### src/rtl/ovf_timer_pkg.sv
package ovf_timer_pkg;
  typedef enum logic [1:0] {
    TM_PRESCALE = 2'b00,
    TM_CASCADE  = 2'b01,
    TM_RELOAD   = 2'b10,
    TM_HALT     = 2'b11
  } tmode_e;

  localparam logic [1:0] ADR_LO   = 2'd0;
  localparam logic [1:0] ADR_HI   = 2'd1;
  localparam logic [1:0] ADR_FLAG = 2'd2;
endpackage

### src/rtl/ovf_timer_count.sv
module ovf_timer_count
  import ovf_timer_pkg::*;
#(
  parameter int BYTE_W = 8,
  parameter int PRE_W  = 5
) (
  input  logic              clk,
  input  logic              rst_n,
  input  tmode_e            mode,
  input  logic              adv,
  input  logic              wr_lo,
  input  logic              wr_hi,
  input  logic [BYTE_W-1:0] wr_data,
  output logic [BYTE_W-1:0] lo_q,
  output logic [BYTE_W-1:0] hi_q,
  output logic              ovf
);
  localparam logic [BYTE_W-1:0] ONE_B = {{(BYTE_W-1){1'b0}}, 1'b1};
  localparam logic [PRE_W:0]    ONE_P = {{PRE_W{1'b0}}, 1'b1};

  logic [BYTE_W-1:0] lo_n, hi_n;
  logic [PRE_W:0]    pre_sum;
  logic [BYTE_W:0]   lo_sum;

  assign pre_sum = {1'b0, lo_q[PRE_W-1:0]} + ONE_P;
  assign lo_sum  = {1'b0, lo_q} + {1'b0, ONE_B};

  always_comb begin
    lo_n = lo_q;
    hi_n = hi_q;
    ovf  = 1'b0;
    if (adv) begin
      case (mode)
        TM_PRESCALE: begin
          lo_n[PRE_W-1:0] = pre_sum[PRE_W-1:0];
          if (pre_sum[PRE_W]) begin
            hi_n = hi_q + ONE_B;
            ovf  = (hi_q == '1);
          end
        end
        TM_CASCADE: begin
          lo_n = lo_sum[BYTE_W-1:0];
          if (lo_sum[BYTE_W]) begin
            hi_n = hi_q + ONE_B;
            ovf  = (hi_q == '1);
          end
        end
        TM_RELOAD: begin
          if (lo_q == '1) begin
            lo_n = hi_q;
            ovf  = 1'b1;
          end else begin
            lo_n = lo_sum[BYTE_W-1:0];
          end
        end
        default: ;
      endcase
    end
    if (wr_lo) lo_n = wr_data;
    if (wr_hi) hi_n = wr_data;
  end

  always_ff @(posedge clk or negedge rst_n) begin
    if (!rst_n) begin
      lo_q <= '0;
      hi_q <= '0;
    end else begin
      lo_q <= lo_n;
      hi_q <= hi_n;
    end
  end

  a_r3_upper_kept: assert property (@(posedge clk) disable iff (!rst_n)
    (mode == TM_PRESCALE && !wr_lo) |=> $stable(lo_q[BYTE_W-1:PRE_W]));
  a_r5_reload_keeps_hi: assert property (@(posedge clk) disable iff (!rst_n)
    (mode == TM_RELOAD && !wr_hi) |=> $stable(hi_q));
  a_r6_halt_holds: assert property (@(posedge clk) disable iff (!rst_n)
    (mode == TM_HALT && !wr_lo && !wr_hi) |=> ($stable(lo_q) && $stable(hi_q)));
  a_r7_idle_holds: assert property (@(posedge clk) disable iff (!rst_n)
    (!adv && !wr_lo && !wr_hi) |=> ($stable(lo_q) && $stable(hi_q)));
endmodule

### src/rtl/ovf_timer_flag.sv
module ovf_timer_flag (
  input  logic clk,
  input  logic rst_n,
  input  logic set,
  input  logic ack,
  input  logic wr,
  input  logic wr_val,
  output logic flag_q
);
  always_ff @(posedge clk or negedge rst_n) begin
    if (!rst_n)   flag_q <= 1'b0;
    else if (wr)  flag_q <= wr_val;
    else if (set) flag_q <= 1'b1;
    else if (ack) flag_q <= 1'b0;
  end

  a_r8_ack_clears: assert property (@(posedge clk) disable iff (!rst_n)
    (ack && !set && !wr) |=> !flag_q);
  a_r4_ovf_sets: assert property (@(posedge clk) disable iff (!rst_n)
    (set && !wr) |=> flag_q);
endmodule

### src/rtl/ovf_timer.sv
module ovf_timer
  import ovf_timer_pkg::*;
#(
  parameter int BYTE_W = 8,
  parameter int PRE_W  = 5
) (
  input  logic              clk,
  input  logic              rst_n,
  input  logic              run,
  input  logic              tick,
  input  logic [1:0]        mode,
  input  logic              wr_en,
  input  logic [1:0]        addr,
  input  logic [BYTE_W-1:0] wr_data,
  output logic [BYTE_W-1:0] rd_data,
  input  logic              ack,
  input  logic              irq_en,
  input  logic              irq_gen,
  output logic              irq
);
  logic [BYTE_W-1:0] lo_q, hi_q;
  logic              ovf, flag_q;
  logic              wr_lo, wr_hi, wr_flag;

  assign wr_lo   = wr_en && (addr == ADR_LO);
  assign wr_hi   = wr_en && (addr == ADR_HI);
  assign wr_flag = wr_en && (addr == ADR_FLAG);

  ovf_timer_count #(.BYTE_W(BYTE_W), .PRE_W(PRE_W)) u_count (
    .clk     (clk),
    .rst_n   (rst_n),
    .mode    (tmode_e'(mode)),
    .adv     (run && tick),
    .wr_lo   (wr_lo),
    .wr_hi   (wr_hi),
    .wr_data (wr_data),
    .lo_q    (lo_q),
    .hi_q    (hi_q),
    .ovf     (ovf)
  );

  ovf_timer_flag u_flag (
    .clk    (clk),
    .rst_n  (rst_n),
    .set    (ovf),
    .ack    (ack),
    .wr     (wr_flag),
    .wr_val (wr_data[0]),
    .flag_q (flag_q)
  );

  always_comb begin
    case (addr)
      ADR_LO:   rd_data = lo_q;
      ADR_HI:   rd_data = hi_q;
      ADR_FLAG: rd_data = {{(BYTE_W-1){1'b0}}, flag_q};
      default:  rd_data = '0;
    endcase
  end

  assign irq = flag_q && irq_en && irq_gen;
endmodule

### config.mk
export PLATFORM = sky130hd
export DESIGN_NAME = ovf_timer
export DESIGN_NICKNAME = d
export VERILOG_FILES = /design/src/rtl/ovf_timer_pkg.sv /design/src/rtl/ovf_timer_count.sv /design/src/rtl/ovf_timer_flag.sv /design/src/rtl/ovf_timer.sv
export SDC_FILE = /design/constraint.sdc
export NUM_CORES = 1
export LEC_CHECK = 0
export CORE_ASPECT_RATIO = 1.2
export CORE_UTILIZATION = 53
export CTS_BUF_LIST = sky130_fd_sc_hd__clkbuf_4 sky130_fd_sc_hd__clkbuf_8
export DETAILED_ROUTE_END_ITERATION = 8
export GPL_TIMING_DRIVEN = 0
export PLACE_DENSITY = 0.89
export SYNTH_ARGS = -nofsm -noshare
export SYNTH_HDL_FRONTEND = slang
export SYNTH_SLANG_ARGS = --single-unit
### constraint.sdc
create_clock -name clk -period 2.3 [get_ports clk]
set_clock_uncertainty 0.2 [all_clocks]
set_input_delay 0.23 -clock clk [delete_from_list [all_inputs] [get_ports clk]]
set_output_delay 0.23 -clock clk [all_outputs]
set_load 0.01 [all_outputs]
Yosys cells after proc, flatten, opt, wreduce, memory -nomap -nowiden
Cells that the tools add are included.
- add/sub/neg operators: 3
- eq/ne operators: 8
- multiplexer cells: 19
- reduce and logical (&&, ||, !) cells: 17
- operators by type and width (kind ; number):
    two-way mux 8 bit ; 7
    case mux 8 bit (3 select lines) ; 1
    equality test 8 bit (second input constant) ; 2
    case mux 8 bit (2 select lines) ; 1
    case mux 5 bit (3 select lines) ; 1
    adder 8 x 1 -> 9 bit (second input constant) ; 1
    nonzero test 3 bit ; 3
    adder 8 x 1 -> 8 bit (second input constant) ; 1
    two-way mux 1 bit ; 7
    adder 5 x 1 -> 6 bit (second input constant) ; 1
    logical AND 1 bit ; 6
    != test 3 x 1 -> 1 bit (second input constant) ; 2
    case mux 3 bit (2 select lines) ; 1
    equality test 2 x 1 -> 1 bit (second input constant) ; 2
    equality test 2 bit (second input constant) ; 2
    logical NOT 2 bit ; 2
    AND reduction 2 bit ; 2
    AND reduction 4 bit ; 1
    nonzero test 2 bit ; 2
    nonzero test 4 bit ; 1
    case mux 1 bit (3 select lines) ; 1
- flip-flop bits (word level): 17
- input bits: 20
- output and inout bits: 9
- word-level logic and storage cells: 51

Longest topological paths before layout
Gate-level depths: netlist of run 1.
- word-level depth: 6
- gate-level depth with buffers: 7
- gate-level depth less buffers: 7

Cells and area by module
From an unflattened synthesis of run 1, not the netlist that was laid out.
- cell total of the unflattened synthesis: 186
- area, all modules: 1519.0 um^2
- by module, submodules not included (module ; times used ; cells each ; area an instance (um^2) ; sequential area each (um^2)):
    ovf_timer_count ; 1 ; 157 ; 1297.5 ; 400.4
    ovf_timer ; 1 ; 24 ; 175.2 ; 0.0
    ovf_timer_flag ; 1 ; 5 ; 46.3 ; 25.0

Worst setup path after synthesis of run 1
Ideal clock, no wire load.
- kind: register to register
- start point: reg u_count.lo_q[0]
- end point: reg u_count.hi_q[1]
- library setup time: 0.125 ns
- arrival: 1.730 ns
- required time: 1.975 ns
- setup slack: 0.245 ns
- cell stages (with the launch flop): 7
- path buffers: 0
- path through: dfrtp_1 -> ha_1 -> nand4_4 -> o21ai_4 -> nand3_2 -> mux2_4 -> mux2_2
- cells in the longest elaborated chain, start to end: 3
- elaborated cells on any way between the ends: 5
- classes of those cells: add/sub (2); eq/ne (2); reduce/logical (1)
- ends and longest elaborated chain (item ; RTL line ; source):
    start: declaration ; ovf_timer_count.sv:14 ; output logic [BYTE_W-1:0] lo_q,
    start signal: assignment ; ovf_timer_count.sv:68 ; lo_q <= lo_n;
    adder 8 x 1 -> 9 bit / adder 5 x 1 -> 6 bit (equally long branches) ; ovf_timer_count.sv:26, ovf_timer_count.sv:25 ;
    != test 3 x 1 -> 1 bit (no source line) ; -- ;
    AND reduction 4 bit (no source line) (*) ; -- ;
    end signal: assignment ; ovf_timer_count.sv:69 ; hi_q <= hi_n;
    end: declaration ; ovf_timer_count.sv:15 ; output logic [BYTE_W-1:0] hi_q,
Every way passes the cells marked *; elsewhere a longest branch is shown, timed or not.
A chain may end at the register's enable or synchronous reset.

Final worst setup path of run 1
- start point: in addr[0]
- end point: out rd_data[4]
- cells in the longest elaborated chain, start to end: 2
- elaborated cells on any way between the ends: 4
- classes of those cells: eq/ne (2); mux (1); reduce/logical (1)
- ends and longest elaborated chain (item ; RTL line ; source):
    start: declaration ; ovf_timer.sv:13 ; input logic [1:0] addr,
    equality test 2 bit, or another cell as far along ; ovf_timer.sv:53 ; case (addr)
    case mux 8 bit (3 select lines) (*) ; ovf_timer.sv:53 ;
    end: declaration ; ovf_timer.sv:15 ; output logic [BYTE_W-1:0] rd_data,
Marked as above.

==> metrics.yaml, run 1 <==
grt:
  grt_overflow: 0
  grt_pass1_wl_um: 6420
  antenna_found_initial: 0
  grt_start_max_net_pins: 18
  grt_use_total_pct: 28.7
  grt_pass1_vias: 1503
clock_tree:
  clockBufferDepth: 2
  path_clk_slew_ns: 0.10
  hold_buffers: 0
  htreeDepth: 1
  insertion_delay_ns: 0.28
  cts_made_buffers: 3
  clock_sinks: 17
  cts_root_buffer: "clkbuf_4"
  cts_tree: "built"
final_layout:
  postLayoutCoreUtil_pct: 71.9
  fin_cells: 242
  seq_area_um2: 425
  finalNetCount: 236
  drive_above_1_share_pct: 10.5
  diodes: 0
  fillers: 205
  syn_to_final_growth_pct: 27.2
  multi_input_area_um2: 968
yosys:
  synth_edf_count: 0
  seq_area_frac_synth_pct: 29.5
  ys_top_cells_by_count: "nand2_1 (22), nor2_1 (20), dfrtp_1 (17), o21ai_0 (14), mux2i_1 (12)"
  yosysTopAreaCellShare_pct: 29.5
  synth_most_common_cell: "nand2_1"
  synth-async-reset-ratio_pct: 100
  synth.area.top_cells: "dfrtp_1 (29%), mux2i_1 (8.3%), nand2_1 (5.7%)"
  synth_area_per_cell_um2: 8.34
  ys_warn_count: 0
  yosysUniqueCellTypes: 38
  syn_area_um2: 1440
  synth_area_leader_cell: "dfrtp_1"
  synth_fp_nets: 199
  syn_inst: 173
  ys_ff_latch: 17
  ys.flop_type: "dfrtp_1"
setup_path:
  critPathRequiredTime_ns: 1.87
  crit_top_cell: "clkdlybuf4s50_1"
  ff2ff_path_depth: 6
  path_cells: "clkdlybuf4s50_1 -> buf_4 -> mux2i_1 -> nor2_1 -> clkdlybuf4s50_1"
  r2r-end: "u_count.hi_q[1]$_DFFE_PN0P_"
  cp.arrival_ns: 1.77
  crit_type: "in -> out"
  crit_path_top_delay_cell: "clkdlybuf4s50_1"
  r2r_start: "u_count.lo_q[0]$_DFFE_PN0P_"
  cp_max_fo: 10
  critPathCaptureType: "output port"
  reg2reg_slack_ns: 0.11
  startpoint_type: "input pin"
  cp_slowest_stage_delay_ns: 0.55
place:
  dp_hpwl_um: 3020
  dp_cells: 234
  portBuffers: 28
  place.gp.congestion: 0.920
sta:
  finalCritPeriodShare_pct: 95.7
  max_freq_mhz: 454
  maxSlewHeadroom_pct: 30.8
  final_hold_viol_count: 0
  rsz0062_at_grt: "no"
  hold_slack_ns: 0.200
  finalSetupViolCount: 0
  slew_viol_final: 0
  tightest_slew_ns: 1.04
  layout_min_cycle_time_ns: 2.20
outcome:
  status: "finished, final reports clean"
die:
  fp.dieH_um: 59.2
  pin_count: 29
  die_area_um2: 2940
  die_x_um: 49.6
  fp-row-count: 20
  core_area_um2: 2550
  start_util_pct: 56.5
routing:
  ant_nets: 0
  via_per_inst: 6.05
  drc: 0
  drt-total-wl_um: 3940
  vias: 1465
  routedWlPerCell_um: 16.3
  drtPass1Iterations: 4
  first_iter_violations: 88
worst_hold_path:
  hp-class: "in -> async"
power_and_ir_drop:
  vdd_drop_max_uv: 496
  cellLeakagePower_nw: 0.762
  powerDensity_nw_per_um2: 596
job:
  cap_violations: 0
==> metrics by stage <==
step           setup WS, ns  TNS (ns)  power (mW)  instance area [um2]
4_1_cts              0.0183         0        1.08                 1800
3_3_place_gp         -0.155    -0.456       0.882                 1760
5_1_grt             0.00265         0        1.16                 1840
2_1_floorplan         0.245         0       0.736                 1440
3_5_place_dp         -0.235     -1.21       0.911                 1760
6_report             0.0979         0        1.09                 1840
==> critical path, delay by kind of cell <==
kind	cells	cell delay, ns
multiplexers	1	0.10
buffers and inverters	3	1.30
AND/OR/NAND/NOR	1	0.13
==> what timing repair did <==
action	4_1_cts	5_1_grt
setup endpoints to repair	1	8
cloned	0	0
pin swaps	0	2
resized for setup	1	3
buffers inserted	0	4
==> layout by cell type (no fill, tap or decap), types with 2 or more instances in the layout <==
master,instances
clkdlybuf4s50_1,28
nand2_1,22
nor2_1,20
dfrtp_1,17
o21ai_0,14
mux2i_1,12
xor2_1,8
inv_1,7
nand4_1,7
ha_1,6
buf_4,5
nand3_1,5
nor3_1,5
and3_1,4
a21oi_1,4
o31ai_1,4
clkbuf_4,4
clkbuf_1,3
xnor2_1,3
buf_2,2
and3b_1,2
nand3_2,2
and2_1,2
nor3b_1,2
a211oi_1,2
or3_1,2
a211o_1,2
==> per-layer routing <==
metal | track usage [%] | wire (um) | vias up
met2 | 51.5 | 2010 | 76
met4 | 14.3 | 77 | 0
met3 | 2.82 | 300 | 12
met1 | 34.1 | 1550 | 687
met5 | 0 | 0 | -
li1 | - | - | 690
==> power breakdown <==
part	internal (mW)	switching [mW]
logic	0.223	0.220
clock network	0.0790	0.0892
registers	0.366	0.117
total	0.669	0.426
==> layout make-up <==
class	count	share of cell area [%]
multi-input cells	142	52.8
flip-flops and latches	17	23.2
repair buffers	32	16.9
well taps	33	2.25
plain buffers	7	1.84
clock buffers	4	1.64
inverters	7	1.43
==> state kept, by name, indices dropped and copies added, names as in the netlist <==
name / flops
u_count.lo_q: 8
u_flag.flag_q: 1
u_count.hi_q: 8
==> cell families (layout without fill, tap and decap cells) <==
group / count (synthesis) / in the layout / share of synthesized area [%]
flops: 17 / 17 / 29.5
simple gates: 77 / 77 / 27.6
xor+xnor: 11 / 11 / 6.68
buf+inv: 14 / 50 / 3.90
fa+ha+maj: 6 / 6 / 5.20
mux: 14 / 14 / 10.1
compound gates: 34 / 34 / 17.0
==> worst max-delay path by stage <==
stage | depth (start not counted) | slack, ns | startpoint | end
finish | 5 | 0.1 | addr[0] | rd_data[4]
global route | 5 | 0.003 | addr[0] | rd_data[0]
CTS | 5 | 0.02 | addr[0] | rd_data[0]
detailed placement | 7 | -0.23 | mode[0] | u_count.lo_q[1]$_DFFE_PN0P_
global placement | 7 | -0.16 | mode[0] | u_count.lo_q[1]$_DFFE_PN0P_
floorplan | 6 | 0.24 | u_count.lo_q[0]$_DFFE_PN0P_ | u_count.hi_q[1]$_DFFE_PN0P_
No activity file was read; power rests on OpenSTA's default activity.
==> run 2, diff against run 1 <==
--- a/config.mk
+++ b/config.mk
@@ -5,12 +5,13 @@
 export SDC_FILE = /design/constraint.sdc
 export NUM_CORES = 1
 export LEC_CHECK = 0
+export ABC_AREA = 1
 export CORE_ASPECT_RATIO = 1.2
-export CORE_UTILIZATION = 53
+export CORE_UTILIZATION = 55
 export CTS_BUF_LIST = sky130_fd_sc_hd__clkbuf_4 sky130_fd_sc_hd__clkbuf_8
 export DETAILED_ROUTE_END_ITERATION = 8
 export GPL_TIMING_DRIVEN = 0
-export PLACE_DENSITY = 0.89
+export PLACE_DENSITY = 0.9
 export SYNTH_ARGS = -nofsm -noshare
 export SYNTH_HDL_FRONTEND = slang
 export SYNTH_SLANG_ARGS = --single-unit
==> metrics.yaml, run 2 <==
yosys:
  synth_area_leader_cell: "dfrtp_1"  # unchanged
  yosysUniqueCellTypes: 31  # was 38
  synth_most_common_cell: "nand2_1"  # unchanged
  seq_area_frac_synth_pct: 26.2  # was 29.5%
  yosysTopAreaCellShare_pct: 26.2  # was 29.5%
  synth.area.top_cells: "dfrtp_1 (26%), nand2_1 (22%), nand3_1 (10%)"  # was dfrtp_1 (29%), mux2i_1 (8.3%), nand2_1 (5.7%)
  synth_edf_count: 0  # unchanged
  ys_top_cells_by_count: "nand2_1 (95), inv_1 (43), nand3_1 (34), nor2_1 (18), dfrtp_1 (17)"  # was nand2_1 (22), nor2_1 (20), dfrtp_1 (17), o21ai_0 (14), mux2i_1 (12)
  syn_inst: 266  # was 173
  synth-async-reset-ratio_pct: 100  # unchanged
  ys.flop_type: "dfrtp_1"  # unchanged
  synth_fp_nets: 292  # was 199
  ys_ff_latch: 17  # unchanged
  ys_warn_count: 0  # unchanged
  synth_area_per_cell_um2: 6.10  # was 8.34 um2
  syn_area_um2: 1620  # was 1440 um2
power_and_ir_drop:
  vdd_drop_max_uv: 393  # was 496 uV
  finalPower_mw: 1.29  # was 1.09 mW
  cellLeakagePower_nw: 1.11  # was 0.762 nW
  powerDensity_nw_per_um2: 643  # was 596 nW/um2
final_layout:
  postLayoutCoreUtil_pct: 72.0  # was 71.9%
  finalNetCount: 327  # was 236
  final_cell_mix: "nand2_1 (94), inv_1 (43), nand3_1 (34), clkdlybuf4s50_1 (26), nor2_1 (18)"  # was clkdlybuf4s50_1 (28), nand2_1 (22), nor2_1 (20), dfrtp_1 (17), o21ai_0 (14)
  diodes: 0  # unchanged
  drive_above_1_share_pct: 8.00  # was 10.5%
  syn_to_final_growth_pct: 23.7  # was 27.2%
  top_regs: "u_count.hi_q (8), u_count.lo_q (8), u_flag.flag_q (1)"  # unchanged
  fillers: 244  # was 205
  fin_cells: 334  # was 242
  layout_commonest_cell: "nand2_1"  # was clkdlybuf4s50_1
grt:
  antenna_found_initial: 0  # unchanged
  grt_overflow: 0  # unchanged
  grt_use_total_pct: 29.6  # was 28.7%
  grt_pass1_vias: 1605  # was 1503
  grt_start_max_net_pins: 18  # unchanged
  grt_pass1_wl_um: 6990  # was 6420 um
setup_path:
  path_cells: "clkdlybuf4s50_1 -> inv_1 -> nand2_2 -> o21ai_0 -> clkdlybuf4s50_1"  # was clkdlybuf4s50_1 -> buf_4 -> mux2i_1 -> nor2_1 -> clkdlybuf4s50_1
  critPathCaptureType: "output port"  # unchanged
  startpoint_type: "input pin"  # unchanged
  crit_type: "in -> out"  # unchanged
  crit_top_cell: "clkdlybuf4s50_1"  # unchanged
  ff2ff_path_depth: 11  # was 6
  cp_num_buf_inv: 3  # unchanged
  critPathRequiredTime_ns: 1.87  # about the same
  crit_path_top_delay_cell: "clkdlybuf4s50_1"  # unchanged
  r2r-end: "u_count.hi_q[2]$_DFFE_PN0P_"  # was u_count.hi_q[1]$_DFFE_PN0P_
  cp.arrival_ns: 1.79  # was 1.77 ns
  cp_slowest_stage_delay_ns: 0.57  # was 0.55 ns
  reg2reg_slack_ns: 0.41  # was 0.11 ns
  cp_max_fo: 8  # was 10
  crit_cells: 5  # unchanged
  crit_family: "buffers and inverters"  # unchanged
  r2r_start: "u_count.lo_q[0]$_DFFE_PN0P_"  # unchanged
routing:
  first_iter_violations: 96  # was 88
  drt-total-wl_um: 4250  # was 3940 um
  via_per_inst: 5.36  # was 6.05
  drtPass1Iterations: 7  # was 4
  drc: 0  # unchanged
  routedWlPerCell_um: 12.7  # was 16.3 um
  ant_nets: 0  # unchanged
  vias: 1791  # was 1465
die:
  start_util_pct: 58.2  # was 56.5%
  fp.dieH_um: 61.5  # was 59.2 um
  die_area_um2: 3170  # was 2940 um2
  fp-row-count: 21  # was 20
  core_area_um2: 2790  # was 2550 um2
  pin_count: 29  # unchanged
  die_x_um: 51.6  # was 49.6 um
worst_hold_path:
  hp-class: "in -> async"  # unchanged
clock_tree:
  clock_sinks: 17  # unchanged
  clockBufferDepth: 2  # unchanged
  insertion_delay_ns: 0.30  # was 0.28 ns
  hold_buffers: 0  # unchanged
  htreeDepth: 1  # unchanged
  cts_tree: "built"  # unchanged
  cts_root_buffer: "clkbuf_4"  # unchanged
  path_clk_slew_ns: 0.11  # was 0.10 ns
  cts_made_buffers: 3  # unchanged
sta:
  layout_min_cycle_time_ns: 2.22  # was 2.20 ns
  max_freq_mhz: 450  # was 454 MHz
  rsz0062_at_grt: "no"  # unchanged
  final_hold_viol_count: 0  # unchanged
  setup_tns_ns: 0  # unchanged
  maxSlewHeadroom_pct: 43.8  # was 30.8%
  finalCritPeriodShare_pct: 96.5  # was 95.7%
  tightest_slew_ns: 0.841  # was 1.04 ns
  hold_slack_ns: 0.204  # was 0.200 ns
  slew_viol_final: 0  # unchanged
  finalSetupViolCount: 0  # unchanged
place:
  dp_cells: 328  # was 234
  portBuffers: 28  # unchanged
  dp_hpwl_um: 3330  # was 3020 um
  place.gp.congestion: 0.956  # was 0.920
job:
  cap_violations: 0  # unchanged
outcome:
  status: "finished, final reports clean"  # unchanged
run 2: stage by stage:
stage	worst slack [ns]	area (um2)
2_1_floorplan	0.654	1620
3_3_place_gp	-0.0526	1940
3_5_place_dp	-0.100	1940
4_1_cts	0.0133	1980
5_1_grt	0.0204	2010
6_report	0.0795	2010
run 2: routing by layer:
layer	routed length [um]	vias to the layer above	track usage, %
met2	2100	84	51.8
li1	-	910	-
met4	84	0	10.0
met3	331	10	3.95
met5	0	-	0
met1	1730	787	37.5
run 2: cells by family after synthesis:
logic type / Yosys count / share of synthesized area (%)
AOI/OAI and AO/OA: 30 / 11.2
xor gates and xnor gates: 3 / 1.62
adders and majority gates: 6 / 4.63
buffers and inverters: 48 / 11.9
DFF: 17 / 26.2
and+or+nand+nor: 162 / 44.4
run 2: how the worst max path moves through the flow:
stage | startpoint | end | slack [ns]
CTS | addr[0] | rd_data[4] | 0.01
finish | addr[1] | rd_data[6] | 0.08
global route | mode[0] | u_count.lo_q[3]$_DFFE_PN0P_ | 0.02
global placement | mode[0] | u_count.lo_q[3]$_DFFE_PN0P_ | -0.05
detailed placement | mode[1] | u_count.lo_q[3]$_DFFE_PN0P_ | -0.10
floorplan | u_count.lo_q[0]$_DFFE_PN0P_ | u_count.hi_q[0]$_DFFE_PN0P_ | 0.65
run 2: repair_timing:
action                     in CTS  in global routing
setup endpoints to repair       2                  8
pin swaps                       0                  1
gates resized for setup         1                  4
setup buffers                   0                  2
run 2: area by class of cell:
| class | count | area, um2 | share of cell area (%) |
|---|---|---|---|
| multi-input cells | 201 | 1020 | 50.7 |
| flip-flops and latches | 17 | 425 | 21.2 |
| inverters | 44 | 165 | 8.23 |
| repair buffers | 30 | 300 | 15.0 |
| plain buffers | 4 | 27.5 | 1.37 |
| clock inverters | 1 | 5.00 | 0.250 |
| clock buffers | 3 | 22.5 | 1.12 |
| well taps | 34 | 42.5 | 2.12 |
run 2: power by group:
group,switching [mW],internal [mW]
registers,0.121,0.392
logic,0.342,0.266
clock network,0.105,0.0647
run 2: worst reg2reg max path: cells and delay by family, from the launching register on:
family / cells / cell delay [ns]
flops: 1 / 0.48
simple gates: 9 / 0.84
buf+inv: 1 / 0.07
fa+ha+maj: 1 / 0.25
